### src/rtl/bulk_tx_pkg.sv
`timescale 1ns/1ps
package bulk_tx_pkg;
  // Width of the synchronised input bundle and its lane positions.
  localparam int SYNC_LANES = 3;
  localparam int LANE_BCLK  = 0;
  localparam int LANE_FS    = 1;
  localparam int LANE_FULL  = 2;

  // Release length, in bit periods, for a given audio mode.
  function automatic int gap_len(input logic stereo, input int mono_n, input int stereo_n);
    return stereo ? stereo_n : mono_n;
  endfunction
endpackage

### src/rtl/bulk_tx_sync.sv
`timescale 1ns/1ps
module bulk_tx_sync #(
  parameter int WIDTH  = 3,
  parameter int STAGES = 2
) (
  input  logic             clk,
  input  logic             rst,
  input  logic [WIDTH-1:0] async_i,
  output logic [WIDTH-1:0] sync_o
);
  logic [WIDTH-1:0] stage_q [STAGES];

  for (genvar g = 0; g < STAGES; g++) begin : g_stage
    if (g == 0) begin : g_first
      always_ff @(posedge clk) begin
        if (rst) stage_q[g] <= '0;
        else     stage_q[g] <= async_i;
      end
    end else begin : g_next
      always_ff @(posedge clk) begin
        if (rst) stage_q[g] <= '0;
        else     stage_q[g] <= stage_q[g-1];
      end
    end
  end

  assign sync_o = stage_q[STAGES-1];
endmodule

### src/rtl/bulk_tx_gap.sv
`timescale 1ns/1ps
module bulk_tx_gap
  import bulk_tx_pkg::*;
#(
  parameter int MONO_GAP   = 16,
  parameter int STEREO_GAP = 32
) (
  input  logic clk,
  input  logic rst,
  input  logic tick_i,
  input  logic fs_i,
  input  logic audio_i,
  input  logic stereo_i,
  output logic fs_hit_o,
  output logic open_o,
  output logic busy_o
);
  localparam int GAP_MAX = (STEREO_GAP > MONO_GAP) ? STEREO_GAP : MONO_GAP;
  localparam int GAP_W   = $clog2(GAP_MAX + 1);

  logic             busy_q;
  logic             armed_q;
  logic             fs_last_q;
  logic [GAP_W-1:0] cnt_q;
  logic [GAP_W-1:0] reload;

  assign reload   = GAP_W'(gap_len(stereo_i, MONO_GAP, STEREO_GAP) - 1);
  assign fs_hit_o = tick_i & fs_i & ~fs_last_q & audio_i;
  assign open_o   = ~audio_i | (~fs_hit_o & (busy_q ? (cnt_q == '0) : armed_q));
  assign busy_o   = busy_q;

  always_ff @(posedge clk) begin
    if (rst) begin
      busy_q    <= 1'b0;
      armed_q   <= 1'b0;
      fs_last_q <= 1'b0;
      cnt_q     <= '0;
    end else begin
      if (tick_i) fs_last_q <= fs_i;
      if (!audio_i) begin
        busy_q  <= 1'b0;
        armed_q <= 1'b0;
      end else if (tick_i) begin
        if (fs_hit_o) begin
          busy_q  <= 1'b1;
          armed_q <= 1'b0;
          cnt_q   <= reload;
        end else if (busy_q) begin
          if (cnt_q == '0) begin
            busy_q  <= 1'b0;
            armed_q <= 1'b1;
          end else begin
            cnt_q <= cnt_q - 1'b1;
          end
        end
      end
    end
  end
endmodule

### src/rtl/bulk_tx_core.sv
`timescale 1ns/1ps
module bulk_tx_core #(
  parameter int BYTE_W = 8
) (
  input  logic              clk,
  input  logic              rst,
  input  logic              tick_i,
  input  logic              fs_hit_i,
  input  logic              gap_open_i,
  input  logic              full_i,
  input  logic              io_en_i,
  input  logic              src_valid_i,
  input  logic [BYTE_W-1:0] src_data_i,
  output logic              src_pop_o,
  output logic              dat_o,
  output logic              en_o
);
  localparam int IDX_W = (BYTE_W > 1) ? $clog2(BYTE_W) : 1;
  localparam logic [IDX_W-1:0] IDX_TOP = IDX_W'(BYTE_W - 1);

  logic [BYTE_W-1:0] shreg_q;
  logic [IDX_W-1:0]  idx_q;
  logic              have_q;
  logic              en_q;
  logic              dat_q;
  logic              pop_q;

  logic              last_bit;
  logic              have_eff;
  logic              can_go;
  logic [BYTE_W-1:0] next_byte;

  assign last_bit  = en_q & (idx_q == '0);
  assign have_eff  = have_q & ~last_bit;
  assign can_go    = gap_open_i & ~full_i & io_en_i & (have_eff | src_valid_i);
  assign next_byte = have_eff ? shreg_q : src_data_i;

  always_ff @(posedge clk) begin
    if (rst) begin
      shreg_q <= '0;
      idx_q   <= '0;
      have_q  <= 1'b0;
      en_q    <= 1'b0;
      dat_q   <= 1'b1;
      pop_q   <= 1'b0;
    end else begin
      pop_q <= 1'b0;
      if (tick_i) begin
        if (fs_hit_i) begin
          en_q   <= 1'b0;
          dat_q  <= 1'b1;
          idx_q  <= IDX_TOP;
          have_q <= have_eff;
        end else if (en_q && idx_q != '0) begin
          idx_q <= idx_q - 1'b1;
          dat_q <= shreg_q[idx_q - 1'b1];
        end else if (can_go) begin
          if (!have_eff) begin
            shreg_q <= src_data_i;
            pop_q   <= 1'b1;
          end
          have_q <= 1'b1;
          en_q   <= 1'b1;
          idx_q  <= IDX_TOP;
          dat_q  <= next_byte[BYTE_W-1];
        end else begin
          en_q   <= 1'b0;
          dat_q  <= 1'b1;
          have_q <= have_eff;
        end
      end
    end
  end

  assign src_pop_o = pop_q;
  assign dat_o     = dat_q;
  assign en_o      = en_q;
endmodule

### src/rtl/bulk_tx.sv
`timescale 1ns/1ps
module bulk_tx
  import bulk_tx_pkg::*;
#(
  parameter int BYTE_W      = 8,
  parameter int SYNC_STAGES = 2,
  parameter int MONO_GAP    = 16,
  parameter int STEREO_GAP  = 32
) (
  input  logic              clk,
  input  logic              rst,
  input  logic              bit_clk_i,
  input  logic              frame_sync_i,
  input  logic              fifo_full_i,
  input  logic              cfg_io_en_i,
  input  logic              cfg_audio_i,
  input  logic              cfg_stereo_i,
  input  logic              src_valid_i,
  input  logic [BYTE_W-1:0] src_data_i,
  output logic              src_pop_o,
  output logic              dat_o,
  output logic              dat_oe_o,
  output logic              blk_en_o,
  output logic              blk_en_oe_o
);
  logic [SYNC_LANES-1:0] raw_in;
  logic [SYNC_LANES-1:0] sy;
  logic bclk_last_q;
  logic tick;
  logic fs_hit;
  logic gap_open;
  logic gap_busy;
  logic en_q;
  logic dat_q;
  logic full_s;

  always_comb begin
    raw_in            = '0;
    raw_in[LANE_BCLK] = bit_clk_i;
    raw_in[LANE_FS]   = frame_sync_i;
    raw_in[LANE_FULL] = fifo_full_i;
  end

  bulk_tx_sync #(.WIDTH(SYNC_LANES), .STAGES(SYNC_STAGES)) u_sync (
    .clk     (clk),
    .rst     (rst),
    .async_i (raw_in),
    .sync_o  (sy)
  );

  always_ff @(posedge clk) begin
    if (rst) bclk_last_q <= 1'b0;
    else     bclk_last_q <= sy[LANE_BCLK];
  end

  assign tick   = sy[LANE_BCLK] & ~bclk_last_q;
  assign full_s = sy[LANE_FULL];

  bulk_tx_gap #(.MONO_GAP(MONO_GAP), .STEREO_GAP(STEREO_GAP)) u_gap (
    .clk      (clk),
    .rst      (rst),
    .tick_i   (tick),
    .fs_i     (sy[LANE_FS]),
    .audio_i  (cfg_audio_i),
    .stereo_i (cfg_stereo_i),
    .fs_hit_o (fs_hit),
    .open_o   (gap_open),
    .busy_o   (gap_busy)
  );

  bulk_tx_core #(.BYTE_W(BYTE_W)) u_core (
    .clk         (clk),
    .rst         (rst),
    .tick_i      (tick),
    .fs_hit_i    (fs_hit),
    .gap_open_i  (gap_open),
    .full_i      (full_s),
    .io_en_i     (cfg_io_en_i),
    .src_valid_i (src_valid_i),
    .src_data_i  (src_data_i),
    .src_pop_o   (src_pop_o),
    .dat_o       (dat_q),
    .en_o        (en_q)
  );

  always_ff @(posedge clk) begin
    if (rst) begin
      dat_o       <= 1'b1;
      dat_oe_o    <= 1'b0;
      blk_en_o    <= 1'b0;
      blk_en_oe_o <= 1'b0;
    end else begin
      dat_o       <= dat_q;
      dat_oe_o    <= cfg_io_en_i & en_q;
      blk_en_o    <= en_q;
      blk_en_oe_o <= cfg_io_en_i;
    end
  end
endmodule

### config.mk
export PLATFORM = sky130hd
export DESIGN_NAME = bulk_tx
export DESIGN_NICKNAME = d
export VERILOG_FILES = /design/src/rtl/bulk_tx_pkg.sv /design/src/rtl/bulk_tx_sync.sv /design/src/rtl/bulk_tx_gap.sv /design/src/rtl/bulk_tx_core.sv /design/src/rtl/bulk_tx.sv
export SDC_FILE = /design/constraint.sdc
export NUM_CORES = 1
export LEC_CHECK = 0
export BUFFER_PORTS_ARGS = -buffer_cell sky130_fd_sc_hd__buf_2
export CAP_MARGIN = 5
export CORE_UTILIZATION = 60
export CTS_CLUSTER_SIZE = 25
export DETAILED_ROUTE_END_ITERATION = 10
export PLACE_DENSITY = 0.94
export SLEW_MARGIN = 20
export SYNTH_ARGS = -nofsm -noshare
export SYNTH_HDL_FRONTEND = slang
export SYNTH_SLANG_ARGS = --single-unit
### constraint.sdc
create_clock -name clk -period 3.1 [get_ports clk]
set_input_delay 0.62 -clock clk [delete_from_list [all_inputs] [get_ports clk]]
set_output_delay 0.62 -clock clk [all_outputs]
set_load 0.02 [all_outputs]
Word level (Yosys, flattened, before mapping)
Memories as Yosys holds them, arrays and structs flattened.
Index checks and enable logic that the tools add are counted.
{"block": "op_classes", "reduce_logical": 15, "eq_ne": 2, "n_lt_le_gt_ge": 1, "muxes": 32, "bitwise_logic": 25, "n_addsub": 3}
{"operator": "$mux W6", "n": 4}
{"operator": "$mux W1", "n": 21}
{"operator": "$mux W3", "n": 5}
{"operator": "$and A1 B1 Y1", "n": 11}
{"operator": "$not A1 Y1", "n": 10}
{"operator": "$mux W8", "n": 1}
{"operator": "$reduce_and A4 Y1", "n": 2}
{"operator": "$logic_not A6 Y1", "n": 1}
{"operator": "$reduce_bool A3 Y1", "n": 2}
{"operator": "$sub A6 B1 Y6 const B", "n": 1}
{"operator": "$sub A6 B2 Y6 const B", "n": 1}
{"operator": "$reduce_and A5 Y1", "n": 1}
{"operator": "$reduce_or A5 Y1", "n": 1}
{"operator": "$lt A3 B4 Y1 const B", "n": 1}
{"operator": "$or A1 B1 Y1", "n": 4}
{"operator": "$reduce_and A2 Y1", "n": 2}
{"operator": "$reduce_bool A2 Y1", "n": 2}
{"operator": "$bmux W1 S3", "n": 1}
{"operator": "$logic_not A3 Y1", "n": 1}
{"operator": "$reduce_and A3 Y1", "n": 1}
{"operator": "$sub A3 B1 Y3 const B", "n": 1}
{"operator": "$ne A2 B1 Y1 const B", "n": 1}
{"operator": "$ne A2 B2 Y1 const B", "n": 1}
{"operator": "$reduce_or A2 Y1", "n": 1}
{"operator": "$logic_and A1 B1 Y1", "n": 1}
{"block": "word_totals", "mem_bits_rw": 6, "n_memories": 1, "register_bits": 29, "elab_cells": 95}
{"memory": "u_sync.stage_q", "words": 2, "width": 3, "rd": 2, "rd_clocked_by_memory_dff": 0, "wr": 2, "line": "bulk_tx_sync.sv:11", "text": "logic [WIDTH-1:0] stage_q [STAGES];"}

Longest topological paths before layout
Gate-level depths: netlist of the first run.
{"block": "depth", "word_depth": 14, "mapped_depth": 9, "depth_no_buf": 7}

Modules after synthesis
Synthesis of the first run repeated with hierarchy kept, for this count alone.
{"block": "hier_totals", "hier_cells": 169, "area_unflattened_um2": 1612.8}
{"module": "bulk_tx_core", "n_inst": 1, "area_each_um2": 783.3, "cells_each": 86}
{"module": "bulk_tx_gap", "n_inst": 1, "area_each_um2": 523.0, "cells_each": 60}
{"module": "bulk_tx_sync", "n_inst": 1, "area_each_um2": 157.7, "cells_each": 12}
{"module": "bulk_tx", "n_inst": 1, "area_each_um2": 148.9, "cells_each": 11}

Worst setup path before layout of the first run
OpenSTA, ideal clock, no wires.
{"block": "synth_path", "path_type": "register -> register", "from": "register u_core.idx_q[0]", "to": "register u_core.dat_q (netlist: u_core.dat_o)", "path_buffers": 1, "synth_period_minus_slack_ns": 1.924, "slack_ns": 1.176, "path_stages_with_launch": 9, "setup_ns": 0.124, "arrival_time_ns": 1.800, "cell_sequence": "dfxtp_1 inv_1 ha_1 nand3b_1 and2_1 clkbuf_1 mux2_2 o32ai_1 a21oi_1"}
{"block": "synth_between", "elab_chain_len": 9, "elab_cells_between_ends": 15, "cone_classes": "add/sub: 1; mux: 6; bitwise: 5; reduce/logical: 3"}
{"element": "start: declaration", "line": "bulk_tx_core.sv:22", "text": "logic [IDX_W-1:0] idx_q;"}
{"element": "start signal: assignment", "line": "bulk_tx_core.sv:55", "text": "idx_q <= idx_q - 1'b1;"}
{"element": "branches (longest 7 deep; another with $sub A3 B1 Y3)"}
{"element": "$mux W1 (*)", "line": "bulk_tx_core.sv:54", "text": "end else if (en_q && idx_q != '0) begin"}
{"element": "$mux W1 (*)", "line": "bulk_tx_core.sv:49", "text": "if (fs_hit_i) begin"}
{"element": "end signal: assignment", "line": "bulk_tx_core.sv:56", "text": "dat_q <= shreg_q[idx_q - 1'b1];"}
{"element": "end signal: assignment", "line": "bulk_tx_core.sv:65", "text": "dat_q <= next_byte[BYTE_W-1];"}
{"element": "end: declaration", "line": "bulk_tx_core.sv:25", "text": "logic dat_q;"}
Mark *: on every way between the ends. The select of a mux whose other input is x is not followed.
A chain may end at the register's enable or synchronous reset.

Final worst setup path of the first run
{"block": "layout_path", "from": "register u_core.idx_q[0]", "to": "register u_core.shreg_q[1]"}
{"block": "layout_between", "elab_chain_len": 7, "elab_cells_between_ends": 11, "cone_classes": "bitwise: 7; reduce/logical: 4"}
{"element": "$logic_not A3 Y1", "line": "bulk_tx_core.sv:33", "text": "assign last_bit = en_q & (idx_q == '0);"}
{"element": "$and A1 B1 Y1", "line": "bulk_tx_core.sv:33"}
{"element": "$not A1 Y1", "line": "bulk_tx_core.sv:34", "text": "assign have_eff = have_q & ~last_bit;"}
{"element": "$and A1 B1 Y1", "line": "bulk_tx_core.sv:34"}
{"element": "$or A1 B1 Y1", "line": "bulk_tx_core.sv:35", "text": "assign can_go = gap_open_i & ~full_i & io_en_i & (have_eff | src_valid_i);"}
{"element": "$and A1 B1 Y1", "line": "bulk_tx_core.sv:35"}
{"element": "$reduce_and A5 Y1 (no line) (*)"}
{"element": "end signal: assignment", "line": "bulk_tx_core.sv:59", "text": "shreg_q <= src_data_i;"}
{"element": "end: declaration", "line": "bulk_tx_core.sv:21", "text": "logic [BYTE_W-1:0] shreg_q;"}
Every way passes the cells marked *; elsewhere a longest branch is shown, timed or not.

==> results of run 1 <==
-- worst max path at each step --
| stage | startpoint | to | slack (ns) | cells after the start |
|---|---|---|---|---|
| 2_1_floorplan | u_core.idx_q[0]$_SDFFE_PP0P_ | u_core.dat_o$_SDFFE_PP1N_ | 1.18 | 8 |
| 3_3_place_gp | u_core.idx_q[0]$_SDFFE_PP0P_ | u_core.shreg_q[7]$_SDFFE_PP0P_ | 0.91 | 7 |
| 3_5_place_dp | u_core.idx_q[0]$_SDFFE_PP0P_ | u_core.shreg_q[1]$_SDFFE_PP0P_ | 0.72 | 7 |
| 4_1_cts | u_core.idx_q[0]$_SDFFE_PP0P_ | u_core.shreg_q[1]$_SDFFE_PP0P_ | 0.68 | 7 |
| 5_1_grt | u_core.idx_q[0]$_SDFFE_PP0P_ | u_core.shreg_q[6]$_SDFFE_PP0P_ | 0.40 | 7 |
| 6_report | u_core.idx_q[0]$_SDFFE_PP0P_ | u_core.shreg_q[1]$_SDFFE_PP0P_ | 0.70 | 7 |
-- cell families (layout without fill, tap and decap cells) --
logic type	Yosys count	after routing
flip-flops	35	35
adder cells (fa/ha/maj)	4	4
buffers and inverters	14	35
AO/OA/AOI/OAI	48	48
multiplexers	4	4
XOR/XNOR	3	3
AND/OR/NAND/NOR	62	62
-- stage by stage --
step	utilization (%)	instance area, sq um	worst slack, ns
after detailed placement	68.3	1690	0.720
final	70.4	1740	0.703
after floorplan	-	1580	1.18
after global placement	68.3	1690	0.909
after CTS	70.4	1740	0.681
after global routing	70.4	1740	0.396
-- flip-flops by register name, indices dropped and copies added (netlist names) --
name,count
u_gap.cnt_q,6
u_core.dat_o,1
u_core.shreg_q,8
u_gap.busy_o,1
bclk_last_q,1
u_core.src_pop_o,1
blk_en_oe_o,1
u_gap.armed_q,1
u_gap.fs_last_q,1
dat_o,1
blk_en_o,1
u_core.have_q,1
dat_oe_o,1
u_sync.stage_q,6
u_core.idx_q,3
u_core.en_o,1
-- cells in the final DEF (no fill, tap or decap), drive strengths merged --
cell / count
or2: 2
mux2: 2
o311ai: 1
buf: 21
and2: 3
inv: 6
dfxtp: 35
or3b: 9
nand2: 7
a31oi: 1
nand3: 1
nor4: 2
ha: 4
nand3b: 1
nor2b: 12
nor2: 8
o211ai: 2
a311oi: 1
a211oi: 2
nand2b: 6
mux4: 2
nor3: 9
xor2: 1
xnor2: 2
a21oi: 22
o21a: 3
o32ai: 2
and3b: 1
clkinv: 3
o21ai: 13
clkbuf: 5
o2111ai: 1
or3: 1
-- critical path, cell delays in order, from the launching register on --
cell	delay, ns
dfxtp_1	0.44
inv_1	0.09
ha_1	0.23
nand3b_1	0.12
and2_1	0.54
o2111ai_4	0.31
or3b_1	0.45
a21oi_1	0.15
-- final cells by class --
type / instances / area [sq um]
Inverter: 6 / 22.5
Tap cell: 30 / 37.5
Timing Repair Buffer: 21 / 105
Sequential cell: 35 / 701
Fill cell: 198 / 733
Multi-Input combinational cell: 121 / 826
Clock inverter: 3 / 15.0
Clock buffer: 5 / 37.5
-- metal layers --
metal | routed length [um] | global-route usage [%] | part of all wire, %
met1 | 1270 | 29.7 | 40
met2 | 1630 | 44.8 | 51
met3 | 198 | 6.90 | 6.2
met4 | 97 | 13.6 | 3.0
met5 | 0 | 0 | 0
-- power by group --
part | switching, uW | total, uW | leakage (uW) | internal [uW]
registers | 2.88 | 459 | 0.000284 | 456
logic | 25.4 | 45.5 | 0.000329 | 20.1
clock network | 153 | 237 | 0.0000347 | 84.2
==> run summary, run 1 <==
status: completed
skew final: 0.00504 ns
initial core utilization: 63.7%
HPWL after detailed placement: 2330 um
initial antenna violation count: 0
Final Power: 742 uW
WP data required: 3.37 ns
IO Port Bufs: 21
Warnings, synthesis: 0
Min-Delay Endpoint: u_sync.stage_q[1][0]$_SDFF_PP0_
final WL: 3200 um
Hold WS: 0.448 ns
Hold Fails Final Rpt: 0
crit start category: register
r2r setup slk: 0.70 ns
Top FF cell, synth: dfxtp_1
# resized after CTS: 0
Mapped Cells: 170
core area: 2480 sq um
sequential fraction of the synthesis area: 44.4%
NumNets Final: 211
XOR/XNOR Fraction of Synth Area: 1.66%
postcts setup bufs: 0
Syn Nets: 191
Tcrit/Tclk final: 77.3%
origin of the critical flop-to-flop path: u_core.idx_q[0]$_SDFFE_PP0P_
Die W: 53.3 um
Power Dens Cells: 425 nW/um^2
clock buffer depth: 2
leakage: 0.000648 uW
ANT nets after route: 0
arrival time worst endpoint: 2.67 ns
hold-critical path depth: 1
largest family of logic cells by synthesized area: simple AND/OR/NAND/NOR gates
gp weighted congestion: 0.819
max-slew violations: 0
worst min path class: register to register
layout cells sized above 1: 20.4%
Final setup viols: 0
Netlist Area Pre-Place: 1580 sq um
detailed-route via count: 1,307
I/O pin cnt: 22
Clock transition at path regs: 0.10 ns
RR Endpoint: u_core.shreg_q[1]$_SDFFE_PP0P_
slew margin rel.: 58.6%
post-synthesis mux area share: 4.28%
Syn Area/Cell: 9.29 sq um
H-tree levels: 2
row count: 18
global-route usage over all layers: 26.3%
Setup Crit Path Kind: register to register
Num CTS Buffers: 5
reg2reg path depth: 7
root buffer cell: clkbuf_4
top-count cell post-synth: dfxtp_1
Async S/R FF share, synth: 0%
number of global-route vias before repair: 1,210
clk_lat worst skew: 0.35 ns
initial DRC count: 41
non-filler cells, final: 221
top achievable clock speed: 0.417 GHz
DIE AREA: 2840 sq um
maximum VDD drop: 359 uV
Post-Route Setup TNS: 0 ns
CTS Hold Bufs: 0
post-synthesis register bit count: 35
top cells by area, synth: dfxtp_1 44%, a21oi_1 7.0%, nor2b_1 4.8%
WL/cell: 14.5 um
Hold Startpoint: u_sync.stage_q[0][0]$_SDFF_PP0_
DRC Markers: 0
DP Cell Count: 213
Synth cell types: 33
ant diodes: 0
Synth Area in Adders: 3.17%
Worst-Margin Slew: 0.621 ns
critical path capture point type: register
Max-Cap Viols: 0
commonest cells in the netlist: 35 x dfxtp_1, 22 x a21oi_1, 12 x nor2b_1, 12 x o21ai_0, 9 x nor3_1
CTS tree: built
clock sink count: 35
grt ovf: 0
drt pass-1 iters: 4
Vias per Instance: 5.91
area grow syn2layout: 10.5%
Worst Path Max Fanout: 20
top cell type's share of synthesized area: 44.4%
largest net degree at the start of global routing: 35
Post-Synth Simple-Gate Area: 23.4%
Die Height: 53.3 um
Compound-Gate Fraction of Synth Area: 19.8%
Yosys top cell by area: dfxtp_1
EDFF count, synth: 0
first-pass GRT wire length: 5240 um
minimum clock period: 2.40 ns
RSZ-0062 raised after global routing: false
Note: power is estimated with default switching activity, not from simulation.
==> run 2, diff against run 1 <==
Settings changed: CORE_UTILIZATION 60 to 55, PLACE_DENSITY 0.94 to 0.88.
Clock period 3.1 ns to 2.3 ns, I/O delays scaled along.
==> run summary, run 2 (same netlist as run 1, synthesis figures left out) <==
Largest Register: u_core.shreg_q
clock sink count: 35
H-tree levels: 2
number of global-route vias before repair: 1,239
clk_lat worst skew: 0.35 ns
drt pass-1 iters: 4
Num CTS Buffers: 5
root buffer cell: clkbuf_4
Final setup viols: 0
Max-Cap Viols: 0
Switching Share: 20.7%
worst min path class: input pin to register
Fill cells: 204
sequential cell area: 701 sq um
initial antenna violation count: 0
Regs by FF count: u_core.shreg_q x8, u_gap.cnt_q x6, u_sync.stage_q x6
area grow syn2layout: 15.1%
commonest non-fill, non-tap cell in the layout: dfxtp_1
detailed-route via count: 1,311
ANT nets after route: 0
first-pass GRT wire length: 5460 um
Die Height: 55.6 um
Vias per Instance: 5.85
Worst-Margin Slew: 0.585 ns
DRC Markers: 0
area taken by multi-input logic gates: 831 sq um
WL/cell: 14.3 um
grt ovf: 0
clock share of power: 44.8%
sequential power share: 50.0%
DIE AREA: 3090 sq um
initial core utilization: 57.8%
initial DRC count: 49
HPWL after detailed placement: 2210 um
# resized after CTS: 0
maximum VDD drop: 546 uV
final core utilization: 66.5%
Tcrit/Tclk final: 93.9%
global-route usage over all layers: 23.1%
core area: 2730 sq um
Int Power: 981 uW
ant diodes: 0
WP data required: 2.58 ns
CTS tree: built
I/O pin cnt: 22
largest net degree at the start of global routing: 35
CTS Hold Bufs: 0
combinational share of power: 5.1%
arrival time worst endpoint: 2.44 ns
Post-Route Setup TNS: 0 ns
skew final: 0.0128 ns
Die W: 55.6 um
clock buffer depth: 2
RSZ-0062 raised after global routing: false
Clock transition at path regs: 0.11 ns
status: completed
row count: 19
critical path capture point type: register
gp weighted congestion: 0.793
slew margin rel.: 61.0%
top achievable clock speed: 0.463 GHz
Setup Crit Path Kind: register to register
NumNets Final: 213
minimum clock period: 2.16 ns
max-slew violations: 0
Switch Pwr: 256 uW
IO Port Bufs: 21
layout cells sized above 1: 21.8%
crit start category: register
Worst Path Max Fanout: 19
max reg flops: 8
Hold Fails Final Rpt: 0
commonest non-fill, non-tap cells in the layout: 35 x dfxtp_1, 22 x a21oi_1, 21 x buf_2
final WL: 3200 um
Power Dens Cells: 680 nW/um^2
postcts setup bufs: 0
leakage: 0.000675 uW
[run 2: metal layers]
layer	wire (um)	vias up	global-route usage, %
li1	-	649	-
met5	0	-	0
met4	83	0	12.5
met1	1410	611	26.9
met2	1540	42	37.7
met3	167	9	7.44
[run 2: layout make-up]
class / instances / share of cell area [%]
clock buffer: 5 / 2.06
clock inverter: 3 / 3.72
inverter: 6 / 1.24
multi-input combinational: 121 / 45.7
sequential: 35 / 38.5
tap: 31 / 2.13
timing repair buffer: 23 / 6.61
[run 2: power by group through the flow]
stage,combinational [uW],clock (uW),sequential [uW]
6_report,63.2,555,619
5_1_grt,68.8,593,620
4_1_cts,62.5,564,619
3_5_place_dp,62.1,0,633
3_3_place_gp,59.2,0,632
2_1_floorplan,36.3,0,633
[run 2: stage by stage]
stage | cells | setup WS [ns] | area [sq um] | hold WS (ns) | power, uW
final | 224 | 0.140 | 1820 | 0.311 | 1240
after global routing | 224 | 0.0635 | 1820 | 0.292 | 1280
after CTS | 224 | 0.154 | 1810 | 0.300 | 1250
after detailed placement | 216 | 0.141 | 1710 | 0.420 | 695
after global placement | 216 | 0.260 | 1710 | 0.418 | 691
after floorplan | 170 | 0.376 | 1580 | 0.406 | 670
[run 2: worst max-delay path, stage by stage (launching register included)]
cell,delay (ns)
dfxtp_1,0.37
or3_4,0.44
o311ai_4,0.37
o2111ai_4,0.32
or3b_1,0.43
a21oi_1,0.15
[run 2: final timing paths]
path	from	to	slack (ns)	depth (start not counted)
setup reg to reg	u_gap.cnt_q[2]$_SDFFE_PP0P_	u_core.shreg_q[1]$_SDFFE_PP0P_	0.14	5
setup / recovery	u_gap.cnt_q[2]$_SDFFE_PP0P_	u_core.shreg_q[1]$_SDFFE_PP0P_	0.14	5
hold / removal	bit_clk_i	u_sync.stage_q[0][0]$_SDFF_PP0_	0.31	2
hold reg to reg	u_core.dat_o$_SDFFE_PP1N_	dat_o$_SDFF_PP1_	0.45	1
==> run 3, diff against run 2 <==
Settings changed: CORE_UTILIZATION 55 to 50, PLACE_DENSITY 0.88 to 0.85.
Clock period 2.3 ns to 1.8 ns, I/O delays scaled along.
==> run summary, run 3 (same netlist as run 1, synthesis figures left out) <==
H-tree levels: 2
failing checks: negative setup slack
clock buffer depth: 2
Die Height: 58.2 um
sequential cell area: 704 sq um
leakage: 0.000799 uW
Power Dens Cells: 619 nW/um^2
DIE AREA: 3390 sq um
area taken by multi-input logic gates: 930 sq um
critical path capture point type: register
layout cells sized above 1: 36.7%
status: complete, but fails checks
Vias per Instance: 5.56
Tcrit/Tclk final: 107%
Clock transition at path regs: 0.09 ns
r2r setup slk: -0.12 ns
ANT nets after route: 0
RR Endpoint: u_core.shreg_q[0]$_SDFFE_PP0P_
row count: 20
post-route cell area: 2080 sq um
Largest Register: u_core.shreg_q
Setup Crit Path Kind: register to register
final WL: 3990 um
maximum VDD drop: 584 uV
initial antenna violation count: 0
slew margin rel.: 60.3%
worst min path class: input pin to register
WL/cell: 15.0 um
placed instance area: 1890 sq um
arrival time worst endpoint: 2.19 ns
Worst Setup SP: u_gap.cnt_q[2]$_SDFFE_PP0P_
met1 Usage GRT: 32.3%
initial core utilization: 52.1%
IO Port Bufs: 21
number of global-route vias before repair: 1,278
max-slew violations: 0
minimum clock period: 1.92 ns
slowest CP cell: or3b_1
NumNets Final: 241
CTS tree: built
HPWL after detailed placement: 2320 um
root buffer cell: clkbuf_4
global-route usage over all layers: 24.6%
skew final: 0.00699 ns
crit start category: register
gp weighted congestion: 0.830
Fill cells: 228
WP data required: 2.07 ns
DRC Markers: 0
Final setup viols: 8
gr busiest metal: met2
area grow syn2layout: 32.0%
origin of the critical flop-to-flop path: u_gap.cnt_q[2]$_SDFFE_PP0P_
grt ovf: 0
Worst setup endpoint: u_core.shreg_q[0]$_SDFFE_PP0P_
first-pass GRT wire length: 6110 um
Worst Path Max Fanout: 5
Post-Route Setup TNS: -0.813 ns
Levels on crit path: 6
I/O pin cnt: 22
detailed-route via count: 1,474
reg2reg path depth: 6
CP Cell Sequence: or3_4 > o311ai_4 > buf_6 > o2111ai_4 > or3b_1 > a21oi_2
core area: 3030 sq um
routing usage on met3: 5.58%
Die W: 58.2 um
setup ws final: -0.124 ns
max reg flops: 8
Max-Cap Viols: 0
drt pass-1 iters: 4
largest net degree at the start of global routing: 35
Top delay family on crit path: simple AND/OR/NAND/NOR gates
RSZ-0062 raised after global routing: true
commonest non-fill, non-tap cell in the layout: dfxtp_1
Regs by FF count: u_core.shreg_q x8, u_gap.cnt_q x6, u_sync.stage_q x6
CP Buf/Inv Count: 1
initial DRC count: 94
commonest non-fill, non-tap cells in the layout: 32 x dfxtp_1, 26 x buf_4, 21 x buf_2
clock sink count: 35
Num CTS Buffers: 5
DP Cell Count: 251
non-filler cells, final: 265
Hold Fails Final Rpt: 0
ant diodes: 0
clk_lat worst skew: 0.33 ns
GRT met2 Usage: 36.9%
Worst-Margin Slew: 0.595 ns
CTS Hold Bufs: 0
Max stage delay on crit path: 0.42 ns
top achievable clock speed: 0.520 GHz
[run 3: worst register-to-register path, stage by stage (launching register included)]
cell       delay [ns]
dfxtp_2          0.33
or3_4            0.40
o311ai_4         0.24
buf_6            0.17
o2111ai_4        0.16
or3b_1           0.42
a21oi_2          0.13
[run 3: timing repair]
action,CTS,global route
pin swaps,5,9
gates cloned,2,0
setup buffers,2,2
setup endpoints to repair,9,15
resized for setup,7,14
[run 3: final cells by class]
| cell class | instances | share of cell area [%] |
|---|---|---|
| multi-input combinational | 123 | 44.6 |
| sequential | 35 | 33.8 |
| timing repair buffer | 49 | 15.5 |
| tap | 44 | 2.64 |
| clock buffer | 7 | 2.16 |
| inverter | 6 | 1.08 |
| clock inverter | 1 | 0.240 |
[run 3: per-layer routing]
metal | wire [um] | vias up | share of wire, %
met4 | 121 | 0 | 3.0
met5 | 0 | - | 0
li1 | - | 712 | -
met1 | 1660 | 675 | 42
met3 | 300 | 13 | 7.5
met2 | 1900 | 74 | 48
[run 3: metrics by stage]
stage	hold slack (ns)	total power, uW	utilization (%)	setup WS [ns]
after global routing	0.207	1350	68.8	-0.195
after floorplan	0.406	856	-	0.00281
final	0.234	1290	68.8	-0.124
after detailed placement	0.422	898	62.4	-0.191
after global placement	0.413	895	62.4	-0.108
after CTS	0.225	1290	67.1	-0.105
[run 3: worst min path at each step]
| stage | slack (ns) | end | cells after the start | startpoint |
|---|---|---|---|---|
| final | 0.23 | u_sync.stage_q[0][2]$_SDFF_PP0_ | 2 | fifo_full_i |
| after global routing | 0.21 | u_sync.stage_q[0][2]$_SDFF_PP0_ | 2 | fifo_full_i |
| after CTS | 0.23 | u_sync.stage_q[0][2]$_SDFF_PP0_ | 2 | fifo_full_i |
| after detailed placement | 0.42 | dat_o$_SDFF_PP1_ | 1 | u_core.dat_o$_SDFFE_PP1N_ |
| after global placement | 0.41 | dat_o$_SDFF_PP1_ | 1 | u_core.dat_o$_SDFFE_PP1N_ |
| after floorplan | 0.41 | dat_o$_SDFF_PP1_ | 1 | u_core.dat_o$_SDFFE_PP1N_ |
[run 3: where the power goes]
group	switching (uW)	internal, uW
Sequential	4.98	786
Clock	237	152
Combinational	61.0	50.2
